==> src/rtl/i2csr_pkg.sv <==
package i2csr_pkg;
  localparam int BYTE_W = 8;

  typedef enum logic [2:0] {
    ST_IDLE,
    ST_ADDR,
    ST_DATA,
    ST_ACK,
    ST_SKIP
  } rx_state_e;
endpackage

==> src/rtl/i2csr_line_sync.sv <==
module i2csr_line_sync #(
  parameter int SYNC_STAGES = 2
) (
  input  logic clk,
  input  logic rst_n,
  input  logic scl_i,
  input  logic sda_i,
  output logic scl_lvl,
  output logic sda_lvl,
  output logic scl_rise,
  output logic scl_fall,
  output logic start_det,
  output logic stop_det
);
  logic [SYNC_STAGES-1:0] scl_pipe_q, scl_pipe_d;
  logic [SYNC_STAGES-1:0] sda_pipe_q, sda_pipe_d;
  logic scl_old_q, sda_old_q;

  always_comb begin
    scl_pipe_d = {scl_pipe_q[SYNC_STAGES-2:0], scl_i};
    sda_pipe_d = {sda_pipe_q[SYNC_STAGES-2:0], sda_i};
  end

  // idle bus level is high on both lines
  always_ff @(posedge clk or negedge rst_n) begin
    if (!rst_n) begin
      scl_pipe_q <= '1;
      sda_pipe_q <= '1;
      scl_old_q  <= 1'b1;
      sda_old_q  <= 1'b1;
    end else begin
      scl_pipe_q <= scl_pipe_d;
      sda_pipe_q <= sda_pipe_d;
      scl_old_q  <= scl_pipe_q[SYNC_STAGES-1];
      sda_old_q  <= sda_pipe_q[SYNC_STAGES-1];
    end
  end

  assign scl_lvl   = scl_pipe_q[SYNC_STAGES-1];
  assign sda_lvl   = sda_pipe_q[SYNC_STAGES-1];
  assign scl_rise  = scl_lvl & ~scl_old_q;
  assign scl_fall  = ~scl_lvl & scl_old_q;
  assign start_det = scl_lvl & scl_old_q & sda_old_q & ~sda_lvl;
  assign stop_det  = scl_lvl & scl_old_q & ~sda_old_q & sda_lvl;
endmodule

==> src/rtl/i2csr_frame_fsm.sv <==
module i2csr_frame_fsm
  import i2csr_pkg::*;
#(
  parameter int ADDR_W = 7,
  parameter logic [ADDR_W-1:0] DEV_ADDR = 7'h3A
) (
  input  logic              clk,
  input  logic              rst_n,
  input  logic              scl_lvl,
  input  logic              sda_lvl,
  input  logic              scl_rise,
  input  logic              scl_fall,
  input  logic              start_det,
  input  logic              stop_det,
  output logic              ack_oe,
  output logic              byte_stb,
  output logic [BYTE_W-1:0] byte_val
);
  localparam int CNT_W = $clog2(BYTE_W + 1);
  localparam logic [CNT_W-1:0] FULL = CNT_W'(BYTE_W);

  rx_state_e         state_q, state_d;
  logic [CNT_W-1:0]  cnt_q, cnt_d;
  logic [BYTE_W-1:0] sh_q, sh_d;
  logic              oe_q, oe_d;
  logic              addr_hit;

  assign addr_hit = (sh_q[BYTE_W-1:1] == DEV_ADDR) && !sh_q[0];

  always_comb begin
    state_d  = state_q;
    cnt_d    = cnt_q;
    sh_d     = sh_q;
    oe_d     = oe_q;
    byte_stb = 1'b0;
    if (stop_det) begin
      state_d = ST_IDLE;
      oe_d    = 1'b0;
    end else if (start_det) begin
      state_d = ST_ADDR;
      cnt_d   = '0;
      oe_d    = 1'b0;
    end else begin
      unique case (state_q)
        ST_ADDR, ST_DATA: begin
          if (scl_rise && cnt_q != FULL) begin
            sh_d  = {sh_q[BYTE_W-2:0], sda_lvl};
            cnt_d = cnt_q + CNT_W'(1);
          end else if (scl_fall && cnt_q == FULL) begin
            if (state_q == ST_ADDR) begin
              if (addr_hit) begin
                oe_d    = 1'b1;
                state_d = ST_ACK;
              end else begin
                state_d = ST_SKIP;
              end
            end else begin
              byte_stb = 1'b1;
              oe_d     = 1'b1;
              state_d  = ST_ACK;
            end
          end
        end
        ST_ACK: begin
          if (scl_fall) begin
            oe_d    = 1'b0;
            cnt_d   = '0;
            state_d = ST_DATA;
          end
        end
        default: ;
      endcase
    end
  end

  always_ff @(posedge clk or negedge rst_n) begin
    if (!rst_n) begin
      state_q <= ST_IDLE;
      cnt_q   <= '0;
      sh_q    <= '0;
      oe_q    <= 1'b0;
    end else begin
      state_q <= state_d;
      cnt_q   <= cnt_d;
      sh_q    <= sh_d;
      oe_q    <= oe_d;
    end
  end

  assign ack_oe   = oe_q;
  assign byte_val = sh_q;


  oe_rise_low_chk: assert property (@(posedge clk) disable iff (!rst_n)
    $rose(ack_oe) |-> !scl_lvl);

  oe_hold_high_chk: assert property (@(posedge clk) disable iff (!rst_n)
    (scl_lvl && $past(scl_lvl) && !$past(stop_det) && !$past(start_det))
      |-> $stable(ack_oe));

  stop_release_chk: assert property (@(posedge clk) disable iff (!rst_n)
    stop_det |=> !ack_oe);

  data_acked_chk: assert property (@(posedge clk) disable iff (!rst_n)
    byte_stb |=> ack_oe);
endmodule

==> src/rtl/i2csr_sel_filter.sv <==
module i2csr_sel_filter
  import i2csr_pkg::*;
#(
  parameter int SUB_W = 3,
  parameter logic [BYTE_W-SUB_W-1:0] SEL_TAG = 5'b11100
) (
  input  logic              clk,
  input  logic              rst_n,
  input  logic              byte_stb,
  input  logic [BYTE_W-1:0] byte_val,
  input  logic [SUB_W-1:0]  sub_pins,
  output logic              sel_flag,
  output logic              rx_valid,
  output logic [BYTE_W-1:0] rx_data
);
  logic              sel_q, sel_d;
  logic              vld_q, vld_d;
  logic [BYTE_W-1:0] data_q;
  logic              tag_hit, load_en;

  assign tag_hit = byte_val[BYTE_W-1:SUB_W] == SEL_TAG;

  always_comb begin
    sel_d   = sel_q;
    vld_d   = 1'b0;
    load_en = 1'b0;
    if (byte_stb) begin
      if (tag_hit) begin
        sel_d = (byte_val[SUB_W-1:0] == sub_pins);
      end else if (sel_q) begin
        vld_d   = 1'b1;
        load_en = 1'b1;
      end
    end
  end

  always_ff @(posedge clk or negedge rst_n) begin
    if (!rst_n) begin
      sel_q  <= 1'b0;
      vld_q  <= 1'b0;
      data_q <= '0;
    end else begin
      sel_q <= sel_d;
      vld_q <= vld_d;
      if (load_en) data_q <= byte_val;
    end
  end

  assign sel_flag = sel_q;
  assign rx_valid = vld_q;
  assign rx_data  = data_q;


  emit_when_sel_chk: assert property (@(posedge clk) disable iff (!rst_n)
    rx_valid |-> $past(sel_q));

  cmd_not_emitted_chk: assert property (@(posedge clk) disable iff (!rst_n)
    (byte_stb && tag_hit) |=> !rx_valid);
endmodule

==> src/rtl/i2c_subsel_rx.sv <==
module i2c_subsel_rx #(
  parameter int ADDR_W = 7,
  parameter logic [ADDR_W-1:0] DEV_ADDR = 7'h3A,
  parameter int SUB_W = 3,
  parameter logic [8-SUB_W-1:0] SEL_TAG = 5'b11100,
  parameter int SYNC_STAGES = 2
) (
  input  logic             clk,
  input  logic             rst_n,
  input  logic             scl_i,
  input  logic             sda_i,
  input  logic [SUB_W-1:0] sub_pins,
  output logic             sda_oe,
  output logic [7:0]       rx_data,
  output logic             rx_valid,
  output logic             selected
);
  logic       scl_lvl, sda_lvl, scl_rise, scl_fall, start_det, stop_det;
  logic       byte_stb;
  logic [7:0] byte_val;

  i2csr_line_sync #(.SYNC_STAGES(SYNC_STAGES)) u_sync (
    .clk(clk), .rst_n(rst_n), .scl_i(scl_i), .sda_i(sda_i),
    .scl_lvl(scl_lvl), .sda_lvl(sda_lvl), .scl_rise(scl_rise),
    .scl_fall(scl_fall), .start_det(start_det), .stop_det(stop_det)
  );

  i2csr_frame_fsm #(.ADDR_W(ADDR_W), .DEV_ADDR(DEV_ADDR)) u_fsm (
    .clk(clk), .rst_n(rst_n), .scl_lvl(scl_lvl), .sda_lvl(sda_lvl),
    .scl_rise(scl_rise), .scl_fall(scl_fall), .start_det(start_det),
    .stop_det(stop_det), .ack_oe(sda_oe), .byte_stb(byte_stb),
    .byte_val(byte_val)
  );

  i2csr_sel_filter #(.SUB_W(SUB_W), .SEL_TAG(SEL_TAG)) u_sel (
    .clk(clk), .rst_n(rst_n), .byte_stb(byte_stb), .byte_val(byte_val),
    .sub_pins(sub_pins), .sel_flag(selected), .rx_valid(rx_valid),
    .rx_data(rx_data)
  );
endmodule

==> config.mk <==
export PLATFORM = sky130hd
export DESIGN_NAME = i2c_subsel_rx
export DESIGN_NICKNAME = d
export VERILOG_FILES = /design/src/rtl/i2csr_pkg.sv /design/src/rtl/i2csr_line_sync.sv /design/src/rtl/i2csr_frame_fsm.sv /design/src/rtl/i2csr_sel_filter.sv /design/src/rtl/i2c_subsel_rx.sv
export SDC_FILE = /design/constraint.sdc
export NUM_CORES = 1
export LEC_CHECK = 0
export ABC_AREA = 1
export BUFFER_PORTS_ARGS = -buffer_cell sky130_fd_sc_hd__clkbuf_2
export CORE_MARGIN = 8
export CORE_UTILIZATION = 60
export CTS_CLUSTER_DIAMETER = 60
export DETAILED_ROUTE_END_ITERATION = 10
export HOLD_SLACK_MARGIN = 0.02
export PLACE_DENSITY_LB_ADDON = 0.25
export SYNTH_ARGS = -nofsm -noshare
export SYNTH_HDL_FRONTEND = slang
export SYNTH_SLANG_ARGS = --single-unit
export TNS_END_PERCENT = 1
==> constraint.sdc <==
create_clock -name clk -period 2 [get_ports clk]
set_input_delay 0.1 -clock clk [delete_from_list [all_inputs] [get_ports clk]]
set_output_delay 0.1 -clock clk [all_outputs]
set_load 0.02 [all_outputs]
After elaboration in Yosys (flattened, before gate mapping)
Cells that the tools add are included.
{"block": "totals", "regBits": 32, "latch_bits": 0, "ramBits": 0, "rom_bits": 0, "out_inout_bits": 11, "word_cells": 80, "n_memories": 0}
{"block": "classes", "n_addsub": 1, "n_mul": 0, "div_mod_pow": 0, "order_cmp": 0, "eq_ne": 14, "shift": 0, "n_mux": 29, "n_bitwise": 13, "reduce_logical": 12}
{"cell": "$mux W3", "n": 7}
{"cell": "$mux W1", "n": 16}
{"cell": "$mux W4", "n": 3}
{"cell": "$reduce_and A4 Y1", "n": 3}
{"cell": "$ne A4 B3 Y1 const B", "n": 2}
{"cell": "$ne A4 B4 Y1 const B", "n": 2}
{"cell": "$pmux W4 S2", "n": 1}
{"cell": "$and A1 B1 Y1", "n": 7}
{"cell": "$eq A7 B6 Y1 const B", "n": 1}
{"cell": "$eq A3 B2 Y1 const B", "n": 2}
{"cell": "$ne A3 B2 Y1 const B", "n": 2}
{"cell": "$not A1 Y1", "n": 6}
{"cell": "$pmux W3 S2", "n": 1}
{"cell": "$eq A5 B5 Y1 const B", "n": 1}
{"cell": "$ne A5 B4 Y1 const B", "n": 1}
{"cell": "$reduce_and A5 Y1", "n": 1}
{"cell": "$add A4 B1 Y4 const B", "n": 1}
{"cell": "$eq A4 B4 Y1 const B", "n": 1}
{"cell": "$reduce_bool A4 Y1", "n": 1}
{"cell": "$eq A3 B1 Y1 const B", "n": 1}
{"cell": "$eq A3 B3 Y1", "n": 1}
{"cell": "$logic_and A1 B1 Y1", "n": 3}
{"cell": "$reduce_bool A3 Y1", "n": 1}
{"cell": "$pmux W1 S2", "n": 1}
{"cell": "other kinds (3)", "n": 3}

Longest topological paths before layout
{"block": "depth", "word_depth": 9, "ltp_mapped": 11, "mapped_depth_nobuf": 11}

By module
From an unflattened synthesis, not the netlist that was laid out.
{"block": "hier_totals", "hier_cells": 203, "hier_area_um2": 1590.3}
{"module": "i2csr_frame_fsm", "instances": 1, "cells_each": 127, "area_per_inst_um2": 919.6}
{"module": "i2csr_sel_filter", "instances": 1, "cells_each": 59, "area_per_inst_um2": 471.7}
{"module": "i2csr_line_sync", "instances": 1, "cells_each": 17, "area_per_inst_um2": 198.9}

Least setup slack after synthesis
OpenSTA, ideal clock, no wires.
{"block": "synth_timing", "kind": "reg2reg", "from": "register u_fsm.cnt_q[0]", "to": "register u_sel.data_q[2], in the netlist u_sel.rx_data[2]", "arrival_ps": 1263, "slack_ps": 619, "path_stages_with_launch": 11, "period_less_slack_ps": 1381, "path_cell_list": "dfrtp_1 > inv_1 > ha_1 > nand2_1 > nor2_1 > nand2_1 > inv_2 > nand4_2 > buf_4 > nand2_1 > o21ai_2"}
{"block": "synth_between", "elab_chain_len": 8, "elab_cells_between_ends": 10, "classes_between": "eq/ne: 2; mux: 6; reduce/logical: 2"}
{"item": "start: declaration", "line": "i2csr_frame_fsm.sv:23", "text": "logic [CNT_W-1:0] cnt_q, cnt_d;"}
{"item": "start signal: assignment", "line": "i2csr_frame_fsm.sv:84", "text": "cnt_q <= cnt_d;"}
{"item": "$eq A4 B4 Y1", "line": "i2csr_frame_fsm.sv:49", "text": "end else if (scl_fall && cnt_q == FULL) begin"}
{"item": "$logic_and A1 B1 Y1", "line": "i2csr_frame_fsm.sv:49"}
{"item": "$mux W1", "line": "i2csr_frame_fsm.sv:49"}
{"item": "$mux W1 (*)", "line": "i2csr_frame_fsm.sv:46", "text": "if (scl_rise && cnt_q != FULL) begin"}
{"item": "$mux W1 (*)", "line": "i2csr_frame_fsm.sv:44", "text": "unique case (state_q)"}
{"item": "$mux W1 (*)", "line": "i2csr_frame_fsm.sv:39", "text": "end else if (start_det) begin"}
{"item": "$mux W1 (*)", "line": "i2csr_frame_fsm.sv:36", "text": "if (stop_det) begin"}
{"item": "$mux W1 (*)", "line": "i2csr_sel_filter.sv:27", "text": "if (byte_stb) begin"}
{"item": "end signal: assignment", "line": "i2csr_sel_filter.sv:45", "text": "if (load_en) data_q <= byte_val;"}
{"item": "end: declaration", "line": "i2csr_sel_filter.sv:18", "text": "logic [BYTE_W-1:0] data_q;"}
Mark *: on every way between the ends. The rest lies on a longest branch, timed or not.
A chain may end at the register's enable or synchronous reset.

Worst setup path after layout
{"block": "layout_timing", "from": "register u_fsm.cnt_q[0]", "to": "register u_sel.data_q[7], in the netlist u_sel.rx_data[7]"}
{"block": "layout_between", "elab_chain_len": 8, "elab_cells_between_ends": 10, "classes_between": "eq/ne: 2; mux: 6; reduce/logical: 2"}
{"item": "$eq A4 B4 Y1", "line": "i2csr_frame_fsm.sv:49"}
{"item": "$logic_and A1 B1 Y1", "line": "i2csr_frame_fsm.sv:49"}
{"item": "$mux W1", "line": "i2csr_frame_fsm.sv:49"}
{"item": "$mux W1 (*)", "line": "i2csr_frame_fsm.sv:46"}
{"item": "$mux W1 (*)", "line": "i2csr_frame_fsm.sv:44"}
{"item": "$mux W1 (*)", "line": "i2csr_frame_fsm.sv:39"}
{"item": "$mux W1 (*)", "line": "i2csr_frame_fsm.sv:36"}
{"item": "$mux W1 (*)", "line": "i2csr_sel_filter.sv:27"}
{"item": "named net u_sel.load_en", "line": "i2csr_sel_filter.sv:19", "text": "logic tag_hit, load_en;"}
The timed path passes the listed nets; every way through them passes the cells marked *.

==> results_dict.tcl <==
set metrics [dict create \
    htreeDepth 2 \
    die_y_um 67.5 \
    synth.avg_cell_area_um2 9.04 \
    setup_viol 0 \
    initial_core_util 0.636 \
    routabilityCongestion 0.816 \
    synth_area_leaders "dfrtp_1, dfstp_2, nand2_1" \
    cap_viol_max_count 0 \
    yosysSeqAreaShare 0.508 \
    skew_ns 0.00812 \
    r2r-end "u_sel.rx_data[7]$_DFFE_PN0P_" \
    min_from "sub_pins[1]" \
    finalMaxSlewViolations 0 \
    rsz0062_at_grt "no" \
    utilization 0.723 \
    crit_required_ns 2.26 \
    end_kind "flip-flop" \
    path_max_fanout 11 \
    crit_chain "inv_1 -> ha_1 -> nand2_1 -> nor2_1 -> nand2_1 -> inv_2 -> nand4_2 -> inv_1 -> nor2_1 -> nor2_1" \
    antenna_found_initial 0 \
    synth_edf_count 0 \
    dr.first_iter.drc_count 55 \
    min_path_type "in2reg" \
    drive_gt1_frac 0.282 \
    first_global_vias 1218 \
    root_buffer "clkbuf_4" \
    slew_headroom 0.487 \
    cts-resized-gates 0 \
    io_pins 18 \
    synthArstFlopShare 1.00 \
    grt_overflow 0 \
    r2r_setup_slack_ns 0.29 \
    slowest_delay_ns 0.42 \
    die_x_um 67.5 \
    yosysTopAreaCellShare 0.409 \
    hold_viol 0 \
    dieArea_um2 4550 \
    cts_buffers 5 \
    ir_worst_vdd_v 0.00112 \
    via_per_inst 5.25 \
    synthesis.area_um2 1590 \
    drtPass1Iterations 4 \
    path_common_cell "nor2_1" \
    hold_depth 5 \
    pre_cts_slack_ns 0.312 \
    ant_nets 0 \
    worst_r2r_path_depth 10 \
    setup_ws_ns 0.288 \
    synth.distinct_cells 26 \
    tightest_slew_ns 0.770 \
    yosysMostFrequentCell "nand2_1" \
    clkSinkCount 32 \
    p_per_area_nw_per_um2 1300 \
    yosys_warnings 0 \
    fmax_ghz 0.584 \
    syn-num-nets 185 \
    slowest_stage "dfrtp_1" \
    timing.rr.start "u_fsm.cnt_q[0]$_DFFE_PN0P_" \
    cts.clk_slew.worst_paths_ns 0.10 \
    syn_inst 176 \
    critPathBufInv 3 \
    cts_setup_buffers 0 \
    vias 1217 \
    synth_top_area_cell "dfrtp_1" \
    routedWlPerCell_um 12.7 \
    syn_to_final_growth_pct 13.6 \
    wirelength_um 2950 \
    period_share 0.856 \
    p_leak_nw 0.906 \
    fin_hold_ws_ns 0.227 \
    grt_pass1_wl_um 5200 \
    track_usage 0.148 \
    fin_crit_ns 1.71 \
    worstSetupPathType "reg2reg" \
    n_antenna_cell 0 \
    ys_seq_elements 32 \
    ys.flop_type "dfrtp_1" \
    dp_hpwl_um 2210 \
    whs_endpoint "u_sel.sel_flag$_DFFE_PN0P_" \
    clockBufferDepth 2 \
    fillers 194 \
    core_area_um2 2500 \
    critPathTopFamily "simple AND/OR/NAND/NOR gates" \
    cts_tree "built" \
    grt_max_degree 33 \
    finalSetupTns_ns 0 \
    port_buffers 17 \
    cp.arrival_ns 1.97 \
    finalNetCount 210 \
    netlist_top_cells_count "nand2_1, dfrtp_1, inv_1, nor2_1, nand3_1" \
    placementRows 18 \
    start_kind "flip-flop" \
    power_w 0.00235 \
    drc 0 \
    clk-insertion-delay-late_ns 0.32 \
    status "completed" \
]
[worst max path at each step]
| stage | start | cells after the start | slack [ns] | endpoint |
|---|---|---|---|---|
| finish | u_fsm.cnt_q[0]$_DFFE_PN0P_ | 10 | 0.29 | u_sel.rx_data[7]$_DFFE_PN0P_ |
| global route | u_fsm.cnt_q[0]$_DFFE_PN0P_ | 10 | 0.04 | u_sel.rx_data[7]$_DFFE_PN0P_ |
| CTS | u_fsm.cnt_q[0]$_DFFE_PN0P_ | 10 | 0.29 | u_sel.rx_data[6]$_DFFE_PN0P_ |
| detailed placement | u_fsm.cnt_q[0]$_DFFE_PN0P_ | 10 | 0.31 | u_sel.rx_data[6]$_DFFE_PN0P_ |
| global placement | u_fsm.cnt_q[0]$_DFFE_PN0P_ | 10 | 0.41 | u_sel.rx_data[7]$_DFFE_PN0P_ |
| floorplan | u_fsm.cnt_q[0]$_DFFE_PN0P_ | 10 | 0.62 | u_sel.rx_data[2]$_DFFE_PN0P_ |
[placed cells by master (no fill, tap or decap), types with 3 or more instances in the layout]
cell           instances
nand2_2                4
o21ai_1                8
nand4_1                3
o21ai_0                6
dlygate4sd3_1          3
nand3_2                3
dfstp_2                6
dfrtp_1               26
inv_1                 21
nor2_2                 3
nand3_1               12
o21ai_2                7
nor2_1                16
nand2_1               38
clkbuf_2              17
nor2_4                 3
xor2_1                 4
clkbuf_4               5
[through the flow]
step	cells	instance area (um^2)
after floorplan	176	1590
after global placement	221	1700
after detailed placement	221	1700
after CTS	232	1810
after global routing	232	1810
final	232	1810
[tightest hold or removal path, stage by stage]
cell      delay, ns
clkbuf_2       0.09
xor2_1         0.12
nor3_1         0.07
nand2_1        0.06
o21ai_0        0.07
[power breakdown]
part	total [W]	switching, W	internal (W)
clock network	0.000473	0.000211	0.000262
logic	0.000920	0.000592	0.000327
registers	0.000962	0.000149	0.000812
[registers in the layout, summed over array words and instances, names as in the netlist]
name	count
u_fsm.ack_oe	1
u_sel.rx_data	8
u_sync.scl_old_q	1
u_fsm.cnt_q	4
u_fsm.state_q	3
u_sync.scl_pipe_q	2
u_sel.sel_flag	1
u_sync.sda_old_q	1
u_fsm.byte_val	8
u_sel.rx_valid	1
u_sync.sda_pipe_q	2
[cell type report]
cell class / instances / area, um^2 / area share
inverters: 23 / 86.3 / 0.0478
clock buffers: 6 / 41.3 / 0.0229
well taps: 30 / 37.5 / 0.0208
flip-flops and latches: 32 / 808 / 0.447
repair buffers: 20 / 115 / 0.0637
clock inverters: 2 / 35.0 / 0.0194
multi-input cells: 119 / 683 / 0.378
[cell families after synthesis]
logic type / after synthesis / share of synthesized area
xor+xnor: 4 / 0.0220
fa+ha+maj: 2 / 0.0157
simple gates: 89 / 0.298
buf+inv: 25 / 0.0622
flops: 32 / 0.508
compound gates: 24 / 0.0936
[repair_timing]
item	4_1_cts	5_1_grt
setup endpoints to repair	0	0
hold endpoints to repair	28	0
hold buffers	3	0
[per-layer routing]
layer / vias up / track usage / part of all wire
li1: 618 / - / -
met1: 566 / 0.161 / 0.43
met2: 24 / 0.254 / 0.50
met3: 9 / 0.0497 / 0.048
met4: 0 / 0.0731 / 0.021
met5: - / 0 / 0
Note: power is estimated with default switching activity, not from simulation.
